File: config.mk
export PLATFORM = sky130hd
export DESIGN_NAME = i2c_scl_gen
export DESIGN_NICKNAME = d
export VERILOG_FILES = /design/src/rtl/scl_pkg.sv /design/src/rtl/scl_sync.sv /design/src/rtl/scl_cfg_regs.sv /design/src/rtl/scl_timeout.sv /design/src/rtl/scl_phase_fsm.sv /design/src/rtl/i2c_scl_gen.sv
export SDC_FILE = /design/constraint.sdc
export NUM_CORES = 1
export LEC_CHECK = 0
export BUFFER_PORTS_ARGS = -buffer_cell sky130_fd_sc_hd__clkbuf_2
export CAP_MARGIN = 20
export CORE_UTILIZATION = 54
export CTS_BUF_LIST = sky130_fd_sc_hd__clkbuf_8
export DETAILED_ROUTE_END_ITERATION = 6
export PLACE_DENSITY = 0.77
export RECOVER_POWER = 100
export SKIP_LAST_GASP = 1
export SLEW_MARGIN = 5
export SYNTH_ARGS = -nofsm -noshare
export SYNTH_HDL_FRONTEND = slang
export SYNTH_SLANG_ARGS = --single-unit
File: constraint.sdc
create_clock -name clk -period 3 [get_ports clk]
set_clock_uncertainty 0.05 [all_clocks]
set_input_delay 0.15 -clock clk [delete_from_list [all_inputs] [get_ports clk]]
set_output_delay 0.15 -clock clk [all_outputs]
set_load 0.01 [all_outputs]
File: src/rtl/scl_pkg.sv
package scl_pkg;
    localparam int BAUD_W  = 8;
    localparam int PHASE_W = BAUD_W + 1;
    localparam int SYM_OVH = 5;

    typedef enum logic [1:0] {
        ST_IDLE    = 2'd0,
        ST_LOW     = 2'd1,
        ST_WAIT_HI = 2'd2,
        ST_HIGH    = 2'd3
    } phase_e;

    typedef struct packed {
        logic              hs;
        logic [BAUD_W-1:0] baud;
        logic [BAUD_W-1:0] low_hs;
        logic [BAUD_W-1:0] high_hs;
    } scl_cfg_t;
endpackage

File: src/rtl/scl_sync.sv
module scl_sync #(
    parameter int STAGES = 2
) (
    input  logic clk,
    input  logic rst_n,
    input  logic d,
    output logic q
);
    logic [STAGES-1:0] shreg;

    always_ff @(posedge clk or negedge rst_n) begin
        if (!rst_n) shreg <= '1;
        else        shreg <= {shreg[STAGES-2:0], d};
    end

    assign q = shreg[STAGES-1];
endmodule

File: src/rtl/scl_cfg_regs.sv
module scl_cfg_regs
    import scl_pkg::*;
#(
    parameter int REQ_W = 12
) (
    input  logic                    clk,
    input  logic                    rst_n,
    input  logic                    load,
    input  logic                    hs,
    input  logic signed [REQ_W-1:0] req_baud,
    input  logic signed [REQ_W-1:0] req_low,
    input  logic signed [REQ_W-1:0] req_high,
    output scl_cfg_t                cfg,
    output logic                    err
);
    localparam int NREQ = 3;
    localparam logic signed [REQ_W-1:0] MAXV = REQ_W'((1 << BAUD_W) - 1);

    logic signed [REQ_W-1:0] reqs [NREQ];
    logic [NREQ-1:0]         ok;

    assign reqs[0] = req_baud;
    assign reqs[1] = req_low;
    assign reqs[2] = req_high;

    for (genvar i = 0; i < NREQ; i++) begin : g_chk
        assign ok[i] = (reqs[i] >= 0) && (reqs[i] <= MAXV);
    end

    always_ff @(posedge clk or negedge rst_n) begin
        if (!rst_n) begin
            cfg <= '0;
            err <= 1'b0;
        end else begin
            err <= 1'b0;
            if (load) begin
                if (&ok) begin
                    cfg.hs      <= hs;
                    cfg.baud    <= req_baud[BAUD_W-1:0];
                    cfg.low_hs  <= req_low[BAUD_W-1:0];
                    cfg.high_hs <= req_high[BAUD_W-1:0];
                end else begin
                    err <= 1'b1;
                end
            end
        end
    end

    AST_CFG_KEPT: assert property (@(posedge clk) disable iff (!rst_n)
        err |-> $stable(cfg));
endmodule

File: src/rtl/scl_timeout.sv
module scl_timeout #(
    parameter int TMO_PRESC = 16,
    parameter int TMO_W     = 12
) (
    input  logic             clk,
    input  logic             rst_n,
    input  logic             scl_hi,
    input  logic [TMO_W-1:0] limit,
    input  logic             clr,
    output logic             flag
);
    localparam int PRESC_W = $clog2(TMO_PRESC);

    logic [PRESC_W-1:0] pre_cnt;
    logic [TMO_W-1:0]   tick_cnt;

    always_ff @(posedge clk or negedge rst_n) begin
        if (!rst_n) begin
            pre_cnt  <= '0;
            tick_cnt <= '0;
        end else if (clr || scl_hi) begin
            pre_cnt  <= '0;
            tick_cnt <= '0;
        end else if (pre_cnt == PRESC_W'(TMO_PRESC - 1)) begin
            pre_cnt  <= '0;
            if (tick_cnt != '1) tick_cnt <= tick_cnt + TMO_W'(1);
        end else begin
            pre_cnt <= pre_cnt + PRESC_W'(1);
        end
    end

    always_ff @(posedge clk or negedge rst_n) begin
        if (!rst_n)                                           flag <= 1'b0;
        else if (clr)                                         flag <= 1'b0;
        else if (!scl_hi && (limit != '0) && (tick_cnt >= limit)) flag <= 1'b1;
    end

    AST_FLAG_STICKY: assert property (@(posedge clk) disable iff (!rst_n)
        flag && !clr |=> flag);
    AST_FLAG_NEEDS_LOW: assert property (@(posedge clk) disable iff (!rst_n)
        $rose(flag) |-> !$past(scl_hi));
endmodule

File: src/rtl/scl_phase_fsm.sv
module scl_phase_fsm
    import scl_pkg::*;
#(
    parameter int HS_EN = 1
) (
    input  logic     clk,
    input  logic     rst_n,
    input  logic     enable,
    input  logic     tmo_flag,
    input  logic     scl_hi,
    input  scl_cfg_t cfg,
    output logic     drive_low,
    output logic     fall_stb,
    output logic     rise_stb
);
    phase_e             st, st_n;
    logic [PHASE_W-1:0] cnt, cnt_n;
    logic [PHASE_W-1:0] low_len, high_len;
    logic [PHASE_W-1:0] sym_len;

    assign sym_len = PHASE_W'(cfg.baud) + PHASE_W'(SYM_OVH);

    if (HS_EN != 0) begin : g_hs
        logic [PHASE_W-1:0] hs_hi, hs_lo;
        assign hs_hi    = PHASE_W'(cfg.high_hs) + PHASE_W'(1);
        assign hs_lo    = (cfg.low_hs == '0) ? hs_hi : PHASE_W'(cfg.low_hs) + PHASE_W'(1);
        assign low_len  = cfg.hs ? hs_lo : sym_len;
        assign high_len = cfg.hs ? hs_hi : sym_len;
    end else begin : g_sym
        assign low_len  = sym_len;
        assign high_len = sym_len;
    end

    always_comb begin
        st_n  = st;
        cnt_n = cnt;
        unique case (st)
            ST_IDLE: begin
                if (enable && !tmo_flag) begin
                    st_n  = ST_LOW;
                    cnt_n = low_len - PHASE_W'(1);
                end
            end
            ST_LOW: begin
                if (tmo_flag)          st_n = ST_IDLE;
                else if (cnt == '0)    st_n = enable ? ST_WAIT_HI : ST_IDLE;
                else                   cnt_n = cnt - PHASE_W'(1);
            end
            ST_WAIT_HI: begin
                if (tmo_flag || !enable) begin
                    st_n = ST_IDLE;
                end else if (scl_hi) begin
                    st_n  = ST_HIGH;
                    cnt_n = high_len - PHASE_W'(1);
                end
            end
            ST_HIGH: begin
                if (tmo_flag) begin
                    st_n = ST_IDLE;
                end else if (cnt == '0) begin
                    if (enable) begin
                        st_n  = ST_LOW;
                        cnt_n = low_len - PHASE_W'(1);
                    end else begin
                        st_n = ST_IDLE;
                    end
                end else begin
                    cnt_n = cnt - PHASE_W'(1);
                end
            end
            default: st_n = ST_IDLE;
        endcase
    end

    always_ff @(posedge clk or negedge rst_n) begin
        if (!rst_n) begin
            st  <= ST_IDLE;
            cnt <= '0;
        end else begin
            st  <= st_n;
            cnt <= cnt_n;
        end
    end

    always_ff @(posedge clk or negedge rst_n) begin
        if (!rst_n) begin
            drive_low <= 1'b0;
            fall_stb  <= 1'b0;
            rise_stb  <= 1'b0;
        end else begin
            drive_low <= (st_n == ST_LOW);
            fall_stb  <= (st_n == ST_LOW)  && (st != ST_LOW);
            rise_stb  <= (st_n == ST_HIGH) && (st != ST_HIGH);
        end
    end

    AST_FALL_SINGLE: assert property (@(posedge clk) disable iff (!rst_n)
        fall_stb |=> !fall_stb);
    AST_RISE_SAMPLED: assert property (@(posedge clk) disable iff (!rst_n)
        rise_stb |-> $past(scl_hi));
    AST_RELEASE_ON_TMO: assert property (@(posedge clk) disable iff (!rst_n)
        tmo_flag |=> !drive_low);
    AST_IDLE_STAYS: assert property (@(posedge clk) disable iff (!rst_n)
        !enable && !drive_low |=> !drive_low);
endmodule

File: src/rtl/i2c_scl_gen.sv
module i2c_scl_gen
    import scl_pkg::*;
#(
    parameter int REQ_W       = 12,
    parameter int TMO_PRESC   = 16,
    parameter int TMO_W       = 12,
    parameter int SYNC_STAGES = 2,
    parameter int HS_EN       = 1
) (
    input  logic                    clk,
    input  logic                    rst_n,
    input  logic                    enable,
    input  logic                    cfg_load,
    input  logic                    cfg_hs,
    input  logic signed [REQ_W-1:0] cfg_baud,
    input  logic signed [REQ_W-1:0] cfg_low_hs,
    input  logic signed [REQ_W-1:0] cfg_high_hs,
    input  logic [TMO_W-1:0]        tmo_limit,
    input  logic                    tmo_clr,
    input  logic                    scl_in,
    output logic                    scl_drive_low,
    output logic                    fall_stb,
    output logic                    rise_stb,
    output logic                    tmo_flag,
    output logic                    cfg_err
);
    scl_cfg_t act_cfg;
    logic     scl_hi;

    scl_sync #(.STAGES(SYNC_STAGES)) u_sync (
        .clk   (clk),
        .rst_n (rst_n),
        .d     (scl_in),
        .q     (scl_hi)
    );

    scl_cfg_regs #(.REQ_W(REQ_W)) u_cfg (
        .clk      (clk),
        .rst_n    (rst_n),
        .load     (cfg_load),
        .hs       (cfg_hs),
        .req_baud (cfg_baud),
        .req_low  (cfg_low_hs),
        .req_high (cfg_high_hs),
        .cfg      (act_cfg),
        .err      (cfg_err)
    );

    scl_timeout #(.TMO_PRESC(TMO_PRESC), .TMO_W(TMO_W)) u_tmo (
        .clk    (clk),
        .rst_n  (rst_n),
        .scl_hi (scl_hi),
        .limit  (tmo_limit),
        .clr    (tmo_clr),
        .flag   (tmo_flag)
    );

    scl_phase_fsm #(.HS_EN(HS_EN)) u_fsm (
        .clk       (clk),
        .rst_n     (rst_n),
        .enable    (enable),
        .tmo_flag  (tmo_flag),
        .scl_hi    (scl_hi),
        .cfg       (act_cfg),
        .drive_low (scl_drive_low),
        .fall_stb  (fall_stb),
        .rise_stb  (rise_stb)
    );
endmodule

==> metrics.txt, run 1 <==
# TYPE chip_impl_metric gauge
chip_impl_info{name="status",value="finished, final reports clean"} 1
chip_impl_metric{name="synth_top_area_share",unit="%"} 35.25
chip_impl_metric{name="critPathMaxStageDelay",unit="ns"} 0.45
chip_impl_info{name="post-synth-top-area-cell",value="sky130_fd_sc_hd__dfrtp_1"} 1
chip_impl_info{name="timing.critical_path.from_type",value="flip-flop"} 1
chip_impl_info{name="root_buffer",value="sky130_fd_sc_hd__clkbuf_8"} 1
chip_impl_info{name="min-delay-path-class",value="primary input to flip-flop"} 1
chip_impl_info{name="critical_path.reg2reg.startpoint",value="u_cfg.cfg[9]"} 1
chip_impl_info{name="yosys-top-cells-area",value="sky130_fd_sc_hd__dfrtp_1 (35%), sky130_fd_sc_hd__mux2_2 (7.8%), sky130_fd_sc_hd__ha_1 (6.8%)"} 1
chip_impl_metric{name="tritoncts_buffer_count",unit=""} 9
chip_impl_metric{name="final.min_clock_period",unit="ns"} 2.970
chip_impl_metric{name="boundaryPins",unit=""} 60
chip_impl_metric{name="avgSynthCellArea",unit="um2"} 9.432
chip_impl_metric{name="final.setup.tns",unit="ns"} 0
chip_impl_metric{name="dpl_cell_area",unit="um2"} 4557
chip_impl_metric{name="cap_viol_max_count",unit=""} 0
chip_impl_metric{name="floorplan.rows",unit=""} 31
chip_impl_metric{name="grt_overflow_total",unit=""} 0
chip_impl_info{name="end_point_of_the_most_critical_hold_path",value="u_cfg.cfg[3]"} 1
chip_impl_metric{name="synth_seq_cells",unit=""} 59
chip_impl_metric{name="routed-via-count",unit=""} 3838
chip_impl_metric{name="core_occupancy_in_the_finished_layout",unit="%"} 70.16
chip_impl_metric{name="antennaDiodeCount",unit=""} 0
chip_impl_info{name="grt_setup_unrepaired",value="true"} 1
chip_impl_metric{name="yosysSeqAreaShare",unit="%"} 36.55
chip_impl_metric{name="clk_transition_reported_paths",unit="ns"} 0.08
chip_impl_metric{name="design.core.area",unit="um2"} 7253
chip_impl_metric{name="worst_slew_pin_slew",unit="ns"} 1.385
chip_impl_metric{name="postLayoutSetupSlackWorst",unit="ns"} 0.02961
chip_impl_metric{name="grt_pass1_wl",unit="um"} 16640
chip_impl_metric{name="share_of_layout_cells_above_drive_strength_1",unit="%"} 25.41
chip_impl_metric{name="drt_iter0_markers",unit=""} 237
chip_impl_metric{name="placement.io_buffers",unit=""} 59
chip_impl_info{name="ys.flop_type",value="sky130_fd_sc_hd__dfrtp_1"} 1
chip_impl_metric{name="synthesis.area",unit="um2"} 4046
chip_impl_metric{name="floorplan.die.width",unit="um"} 88.57
chip_impl_metric{name="design_area",unit="um2"} 5089
chip_impl_metric{name="first_global_vias",unit=""} 3596
chip_impl_metric{name="final_cycle_share",unit="%"} 99.01
chip_impl_metric{name="grt_util_all_layers",unit="%"} 27.65
chip_impl_metric{name="post_synth_inst_count",unit=""} 429
chip_impl_metric{name="worstPathRequired",unit="ns"} 3.19
chip_impl_metric{name="slew_violations",unit=""} 0
chip_impl_info{name="synth.most_common_cell",value="sky130_fd_sc_hd__dfrtp_1"} 1
chip_impl_metric{name="wirelength",unit="um"} 10190
chip_impl_metric{name="layout_area_overhead",unit="%"} 25.76
chip_impl_metric{name="crit_arrival",unit="ns"} 3.16
chip_impl_info{name="cts_tree",value="done"} 1
chip_impl_info{name="type_of_destination_of_the_critical_path",value="flip-flop"} 1
chip_impl_metric{name="clock-sinks",unit=""} 59
chip_impl_metric{name="drt-pass1-iter-count",unit=""} 5
chip_impl_info{name="worst_r2r_dst",value="u_fsm.cnt[4]"} 1
chip_impl_info{name="timing.critical_path.cells",value="inv_2 > ha_4 > or4b_4 > or2_4 > buf_6 > o211ai_2 > ha_2 > inv_2 > a311oi_2 > o21ai_1 > xnor2_1 > a221oi_2 > o21ai_1"} 1
chip_impl_metric{name="remaining_drc_errors",unit=""} 0
chip_impl_metric{name="wl_per_cell",unit="um"} 15.87
chip_impl_info{name="maxUsedRoutingLayer",value="met4"} 1
chip_impl_metric{name="cp_max_fo",unit=""} 5
chip_impl_info{name="critical_path.slowest_cell",value="sky130_fd_sc_hd__or4b_4"} 1
chip_impl_metric{name="drt-vias-per-instance",unit=""} 5.978
chip_impl_metric{name="total_power",unit="mW"} 2.284
chip_impl_metric{name="dr_wl_met3",unit="um"} 521
chip_impl_metric{name="cts.htree.levels",unit=""} 3
chip_impl_metric{name="synth_edf_count",unit=""} 0
chip_impl_metric{name="timing_hold_violations_final",unit=""} 0
chip_impl_metric{name="antenna_found_initial",unit=""} 0
chip_impl_metric{name="clk_path_buf_depth",unit=""} 2
chip_impl_metric{name="fp.dieH",unit="um"} 88.57
chip_impl_metric{name="ir_worst_vdd",unit="V"} 0.0003566
chip_impl_metric{name="initial_utilization",unit="%"} 55.79
chip_impl_metric{name="drt-met1-wl",unit="um"} 4535
chip_impl_metric{name="grt_start_max_net_pins",unit=""} 38
chip_impl_metric{name="max_freq",unit="MHz"} 336.7
chip_impl_metric{name="hpwl",unit="um"} 7193
chip_impl_metric{name="reg2reg_slack",unit="ns"} 0.03
chip_impl_metric{name="report.final.setup_viol",unit=""} 0
chip_impl_metric{name="synth-async-reset-ratio",unit="%"} 100.0
chip_impl_metric{name="worst_hold_slack",unit="ns"} 0.01562
chip_impl_metric{name="pre_cts_ws",unit="ns"} -0.0007621
chip_impl_metric{name="synthesis.nets",unit=""} 506
chip_impl_metric{name="routed-wl-met2",unit="um"} 4891
chip_impl_metric{name="die_area",unit="um2"} 7844
chip_impl_metric{name="numPlacedInstances",unit=""} 594
chip_impl_metric{name="power_per_cell_area",unit="nW/um2"} 448.8
chip_impl_metric{name="finish.cell_count_without_fillers",unit=""} 642
chip_impl_info{name="timing.critical_path.max_delay_family",value="compound AO/OA/AOI/OAI gates"} 1
chip_impl_metric{name="nets",unit=""} 615
chip_impl_metric{name="slew-limit-headroom",unit="%"} 7.677
chip_impl_info{name="netlist_top_cells_count",value="sky130_fd_sc_hd__dfrtp_1 (57), sky130_fd_sc_hd__nor2_1 (31), sky130_fd_sc_hd__nand2_1 (30)"} 1
chip_impl_metric{name="synthDistinctLibCells",unit=""} 68
chip_impl_metric{name="routabilityCongestion",unit=""} 0.9594
chip_impl_info{name="worst-setup-path-type",value="flip-flop to flip-flop"} 1
chip_impl_metric{name="worst_reg2reg_path_length_in_cells",unit=""} 13
chip_impl_info{name="holdCritStartpoint",value="cfg_high_hs[3]"} 1
chip_impl_metric{name="antenna_violating_nets_post_route",unit=""} 0
chip_impl_metric{name="yosys_warnings",unit=""} 0
chip_impl_metric{name="worst_hold_depth",unit=""} 2
chip_impl_metric{name="clkLatencyLatePin",unit="ns"} 0.35
chip_impl_metric{name="cp.buffers_inverters",unit=""} 3
chip_impl_metric{name="power.leakage",unit="nW"} 2.404
==> report_power, final <==
| group | switching, mW | total, mW | leakage, nW | internal, mW |
|---|---|---|---|---|
| Sequential | 0.0973 | 0.974 | 0.788 | 0.877 |
| Combinational | 0.303 | 0.560 | 1.53 | 0.256 |
| Clock | 0.346 | 0.750 | 0.0905 | 0.404 |
| Total | 0.747 | 2.28 | 2.40 | 1.54 |
==> logic make-up (layout without fill, tap and decap cells) <==
logic type                 after synthesis  after routing  synth area share (%)
and+or+nand+nor                        144            144                 19.08
AOI/OAI and AO/OA                      100            100                 17.97
DFF                                     59             59                 36.55
buffers and inverters                   40            154                 3.989
xor gates and xnor gates                35             35                 7.576
muxes                                   29             29                 8.040
adders and majority gates               22             22                 6.803
==> cells in the final DEF, fill, tap and decap left out, types with 13 or more instances in the layout <==
cell and instances:
sky130_fd_sc_hd__nand2_1 30, sky130_fd_sc_hd__xnor2_1 20, sky130_fd_sc_hd__clkbuf_2 53, sky130_fd_sc_hd__ha_1 20
sky130_fd_sc_hd__dlygate4sd3_1 28, sky130_fd_sc_hd__nor2_1 31, sky130_fd_sc_hd__inv_1 25, sky130_fd_sc_hd__o21ai_0 19
sky130_fd_sc_hd__buf_4 18, sky130_fd_sc_hd__nand4_1 13, sky130_fd_sc_hd__a21oi_1 15, sky130_fd_sc_hd__mux2_2 26
sky130_fd_sc_hd__nand3_1 14, sky130_fd_sc_hd__dfrtp_1 57, sky130_fd_sc_hd__xor2_1 15
==> what timing repair did <==
action                                 4_1_cts  5_1_grt
endpoints found under the hold margin       49        0
buffers inserted                             0        4
pin swaps                                    0        9
hold buffers                                28        0
setup endpoints to repair                    2        4
resized for setup                            2       11
==> worst max path at each step <==
| stage | startpoint | endpoint | cells after the start | slack (ns) |
|---|---|---|---|---|
| after global routing | u_cfg.cfg[9] | u_fsm.cnt[4] | 13 | -0.14 |
| final | u_cfg.cfg[9] | u_fsm.cnt[4] | 13 | 0.03 |
| after detailed placement | u_cfg.cfg[9] | u_fsm.cnt[4] | 12 | -0.0008 |
| after floorplan | u_cfg.cfg[8] | u_fsm.cnt[4] | 13 | -0.01 |
| after global placement | u_cfg.cfg[8] | u_fsm.cnt[4] | 13 | 0.08 |
| after CTS | u_cfg.cfg[9] | u_fsm.cnt[8] | 13 | -0.0001 |
==> flip-flops by register name (all words and copies together), names as in the netlist <==
signal           count
u_fsm.drive_low      1
u_tmo.pre_cnt        4
u_tmo.tick_cnt      12
u_fsm.st             2
u_cfg.err            1
u_tmo.flag           1
u_sync.shreg         2
u_fsm.cnt            9
u_fsm.rise_stb       1
u_cfg.cfg           25
u_fsm.fall_stb       1
==> layout make-up <==
class                           count  area [um2]
Multi-Input combinational cell    330        2449
Fill cell                         521        2165
Sequential cell                    59        1479
Timing Repair Buffer              109       725.7
Clock buffer                       10       137.6
Tap cell                           99       123.9
Inverter                           29       108.9
Clock inverter                      6       65.06
==> metal layers <==
layer,track usage (%),up-vias
met5,0,-
met4,10.56,0
met3,4.851,32
met2,44.55,133
met1,37.22,1856
li1,-,1817
No activity file was read; power rests on OpenSTA's default activity.
==> run 2: changes to the inputs <==
--- a/config.mk
+++ b/config.mk
@@ -7,6 +7,7 @@
 export LEC_CHECK = 0
 export BUFFER_PORTS_ARGS = -buffer_cell sky130_fd_sc_hd__clkbuf_2
 export CAP_MARGIN = 20
+export CORE_MARGIN = 3
 export CORE_UTILIZATION = 54
 export CTS_BUF_LIST = sky130_fd_sc_hd__clkbuf_8
 export DETAILED_ROUTE_END_ITERATION = 6
@@ -16,4 +17,5 @@
 export SLEW_MARGIN = 5
 export SYNTH_ARGS = -nofsm -noshare
 export SYNTH_HDL_FRONTEND = slang
+export SYNTH_HIERARCHICAL = 1
 export SYNTH_SLANG_ARGS = --single-unit
==> metrics.txt, run 2 <==
# TYPE chip_impl_metric gauge
chip_impl_metric{name="final.min_clock_period",unit="ns"} 2.850
chip_impl_metric{name="power_per_cell_area",unit="nW/um2"} 481.5
chip_impl_metric{name="layout_area_overhead",unit="%"} 16.04
chip_impl_metric{name="max_freq",unit="MHz"} 350.9
chip_impl_info{name="cts_tree",value="done"} 1
chip_impl_info{name="yosys-top-cells-area",value="sky130_fd_sc_hd__dfrtp_1 (34%), sky130_fd_sc_hd__mux2_4 (7.1%), sky130_fd_sc_hd__ha_1 (6.5%)"} 1
chip_impl_metric{name="antennaDiodeCount",unit=""} 0
chip_impl_metric{name="synthesis.nets",unit=""} 510
chip_impl_info{name="synth.most_common_cell",value="sky130_fd_sc_hd__dfrtp_1"} 1
chip_impl_metric{name="clkLatencyLatePin",unit="ns"} 0.34
chip_impl_metric{name="share_of_layout_cells_above_drive_strength_1",unit="%"} 19.35
chip_impl_info{name="mostFrequentLayoutCells",value="sky130_fd_sc_hd__dfrtp_1 (57), sky130_fd_sc_hd__clkbuf_2 (51), sky130_fd_sc_hd__nor2_1 (34), sky130_fd_sc_hd__nand2_1 (29), sky130_fd_sc_hd__inv_1 (27)"} 1
chip_impl_metric{name="cp_max_fo",unit=""} 6
chip_impl_metric{name="slew_violations",unit=""} 0
chip_impl_metric{name="worst_hold_slack",unit="ns"} -0.003776
chip_impl_metric{name="yosys_warnings",unit=""} 6
chip_impl_metric{name="grt_util_all_layers",unit="%"} 24.64
chip_impl_metric{name="report.final.setup_viol",unit=""} 0
chip_impl_info{name="ys.flop_type",value="sky130_fd_sc_hd__dfrtp_1"} 1
chip_impl_metric{name="timing_hold_violations_final",unit=""} 1
chip_impl_metric{name="design.core.area",unit="um2"} 7408
chip_impl_metric{name="drt_iter0_markers",unit=""} 204
chip_impl_info{name="type_of_destination_of_the_critical_path",value="flip-flop"} 1
chip_impl_metric{name="antenna_found_initial",unit=""} 0
chip_impl_metric{name="final.setup.tns",unit="ns"} 0
chip_impl_info{name="min-delay-path-class",value="primary input to flip-flop"} 1
chip_impl_info{name="timing.critical_path.from_type",value="flip-flop"} 1
chip_impl_metric{name="yosysSeqAreaShare",unit="%"} 34.98
chip_impl_metric{name="clock-sinks",unit=""} 59
chip_impl_metric{name="routed-via-count",unit=""} 3663
chip_impl_metric{name="grt_overflow_total",unit=""} 0
chip_impl_info{name="reg_top3",value="u_cfg/cfg: 25 flops, u_tmo/tick_cnt: 12 flops, u_fsm/cnt: 9 flops"} 1
chip_impl_info{name="setup.worst_path.start",value="u_cfg/cfg[8]"} 1
chip_impl_metric{name="total_power",unit="mW"} 2.362
chip_impl_metric{name="nets",unit=""} 600
chip_impl_metric{name="flip_flop_count_of_the_largest_register_after_layout",unit=""} 25
chip_impl_info{name="critical_path.reg2reg.startpoint",value="u_cfg/cfg[8]"} 1
chip_impl_metric{name="crit_arrival",unit="ns"} 3.06
chip_impl_metric{name="die_area",unit="um2"} 8927
chip_impl_info{name="root_buffer",value="sky130_fd_sc_hd__clkbuf_8"} 1
chip_impl_metric{name="drt-vias-per-instance",unit=""} 5.851
chip_impl_metric{name="antenna_violating_nets_post_route",unit=""} 0
chip_impl_metric{name="clk_transition_reported_paths",unit="ns"} 0.07
chip_impl_metric{name="clk_path_buf_depth",unit=""} 2
chip_impl_info{name="largest_register",value="u_cfg/cfg"} 1
chip_impl_metric{name="final_cycle_share",unit="%"} 95.00
chip_impl_metric{name="initial_utilization",unit="%"} 57.07
chip_impl_metric{name="boundaryPins",unit=""} 60
chip_impl_info{name="netlist_top_cells_count",value="sky130_fd_sc_hd__dfrtp_1 (57), sky130_fd_sc_hd__nor2_1 (34), sky130_fd_sc_hd__nand2_1 (29)"} 1
chip_impl_metric{name="drt-pass1-iter-count",unit=""} 5
chip_impl_metric{name="ir_worst_vdd",unit="V"} 0.0002525
chip_impl_metric{name="tritoncts_buffer_count",unit=""} 9
chip_impl_metric{name="synth_top_area_share",unit="%"} 33.74
chip_impl_metric{name="post_synth_inst_count",unit=""} 433
chip_impl_metric{name="avgSynthCellArea",unit="um2"} 9.764
chip_impl_metric{name="fp.dieH",unit="um"} 94.49
chip_impl_metric{name="synth_edf_count",unit=""} 0
chip_impl_info{name="post-synth-top-area-cell",value="sky130_fd_sc_hd__dfrtp_1"} 1
chip_impl_metric{name="worstPathRequired",unit="ns"} 3.21
chip_impl_metric{name="synth-async-reset-ratio",unit="%"} 100.0
chip_impl_metric{name="routabilityCongestion",unit=""} 0.9503
chip_impl_metric{name="wirelength",unit="um"} 9937
chip_impl_info{name="status",value="finished, violations left"} 1
chip_impl_info{name="violations",value="negative hold slack"} 1
chip_impl_metric{name="first_global_vias",unit=""} 3695
chip_impl_metric{name="synthDistinctLibCells",unit=""} 80
chip_impl_metric{name="power.leakage",unit="nW"} 2.379
chip_impl_metric{name="grt_start_max_net_pins",unit=""} 26
chip_impl_info{name="mostFrequentLayoutCell",value="sky130_fd_sc_hd__dfrtp_1"} 1
chip_impl_info{name="worst-setup-path-type",value="flip-flop to flip-flop"} 1
chip_impl_metric{name="wl_per_cell",unit="um"} 15.87
chip_impl_metric{name="synthesis.area",unit="um2"} 4228
chip_impl_metric{name="hpwl",unit="um"} 7259
chip_impl_metric{name="remaining_drc_errors",unit=""} 0
chip_impl_metric{name="cap_viol_max_count",unit=""} 0
chip_impl_metric{name="placement.io_buffers",unit=""} 59
chip_impl_metric{name="floorplan.rows",unit=""} 31
chip_impl_metric{name="floorplan.die.width",unit="um"} 94.49
chip_impl_metric{name="slew-limit-headroom",unit="%"} 3.795
chip_impl_metric{name="synth_seq_cells",unit=""} 59
chip_impl_metric{name="cts.htree.levels",unit=""} 3
chip_impl_metric{name="worst_slew_pin_slew",unit="ns"} 1.443
chip_impl_info{name="holdCritStartpoint",value="cfg_baud[1]"} 1
chip_impl_metric{name="grt_pass1_wl",unit="um"} 17410
chip_impl_info{name="grt_setup_unrepaired",value="false"} 1
[run 2: what timing repair did]
action | in CTS | in global routing
setup buffers | 0 | 0
endpoints found under the hold margin | 43 | 0
gates resized for setup | 0 | 0
hold buffers | 25 | 0
[run 2: final timing paths]
| check | end | slack (ns) | cells after the start |
|---|---|---|---|
| worst max-delay path | u_fsm/cnt[1] | 0.15 | 12 |
| worst min-delay path | u_cfg/cfg[17] | -0.004 | 2 |
| worst max register to register | u_fsm/cnt[1] | 0.15 | 12 |
| worst min register to register | u_sync/shreg[1] | 0.32 | 0 |
| max in group asynchronous | u_cfg/cfg[11] | 0.72 | 3 |
| min in group asynchronous | u_fsm/cnt[1] | 0.56 | 2 |
[run 2: cells by family after synthesis]
group,after synthesis,share of synthesized area [%]
simple gates,151,20.27
flops,59,34.98
mux,33,10.71
compound gates,96,16.48
fa+ha+maj,22,6.511
buf+inv,38,3.995
xor+xnor,34,7.043
[run 2: critical path: stages (launching register included)]
cell	delay, ns
sky130_fd_sc_hd__dfrtp_1	0.43
sky130_fd_sc_hd__inv_1	0.09
sky130_fd_sc_hd__ha_1	0.14
sky130_fd_sc_hd__nor3b_2	0.32
sky130_fd_sc_hd__and2_4	0.24
sky130_fd_sc_hd__mux2i_1	0.20
sky130_fd_sc_hd__o21a_1	0.18
sky130_fd_sc_hd__ha_1	0.26
sky130_fd_sc_hd__nand2b_1	0.15
sky130_fd_sc_hd__mux4_2	0.46
sky130_fd_sc_hd__o21ai_0	0.09
sky130_fd_sc_hd__nand2_1	0.07
sky130_fd_sc_hd__o21ai_1	0.09
[run 2: metal layers]
| metal | track usage (%) | up-vias | routed length (um) |
|---|---|---|---|
| li1 | - | 1765 | - |
| met5 | 0 | - | 0 |
| met3 | 4.462 | 21 | 592 |
| met4 | 9.135 | 0 | 193 |
| met2 | 40.37 | 144 | 4793 |
| met1 | 32.61 | 1733 | 4359 |
[run 2: cell type report]
cell class                 instances  area, um2
fill                             590       2502
multi-input combinational        336       2466
sequential                        59       1479
timing repair buffer              90      565.5
clock buffer                      11      151.4
tap                               99      123.9
inverter                          27      101.3
clock inverter                     4      18.77
[run 2: report_power, final]
part | total (mW) | switching, mW | internal (mW)
Sequential | 0.990 | 0.109 | 0.881
Clock | 0.648 | 0.315 | 0.333
Combinational | 0.725 | 0.405 | 0.320
Total | 2.36 | 0.829 | 1.53
[run 2: per-stage QoR]
stage	cells	worst slack [ns]	area [um2]	util [%]
3_3_place_gp	586	0.3195	4624	62.42
2_1_floorplan	433	0.4664	4228	-
5_1_grt	626	0.02614	4906	66.22
3_5_place_dp	586	0.1851	4624	62.42
4_1_cts	626	0.1519	5045	68.10
6_report	626	0.1501	4906	66.22
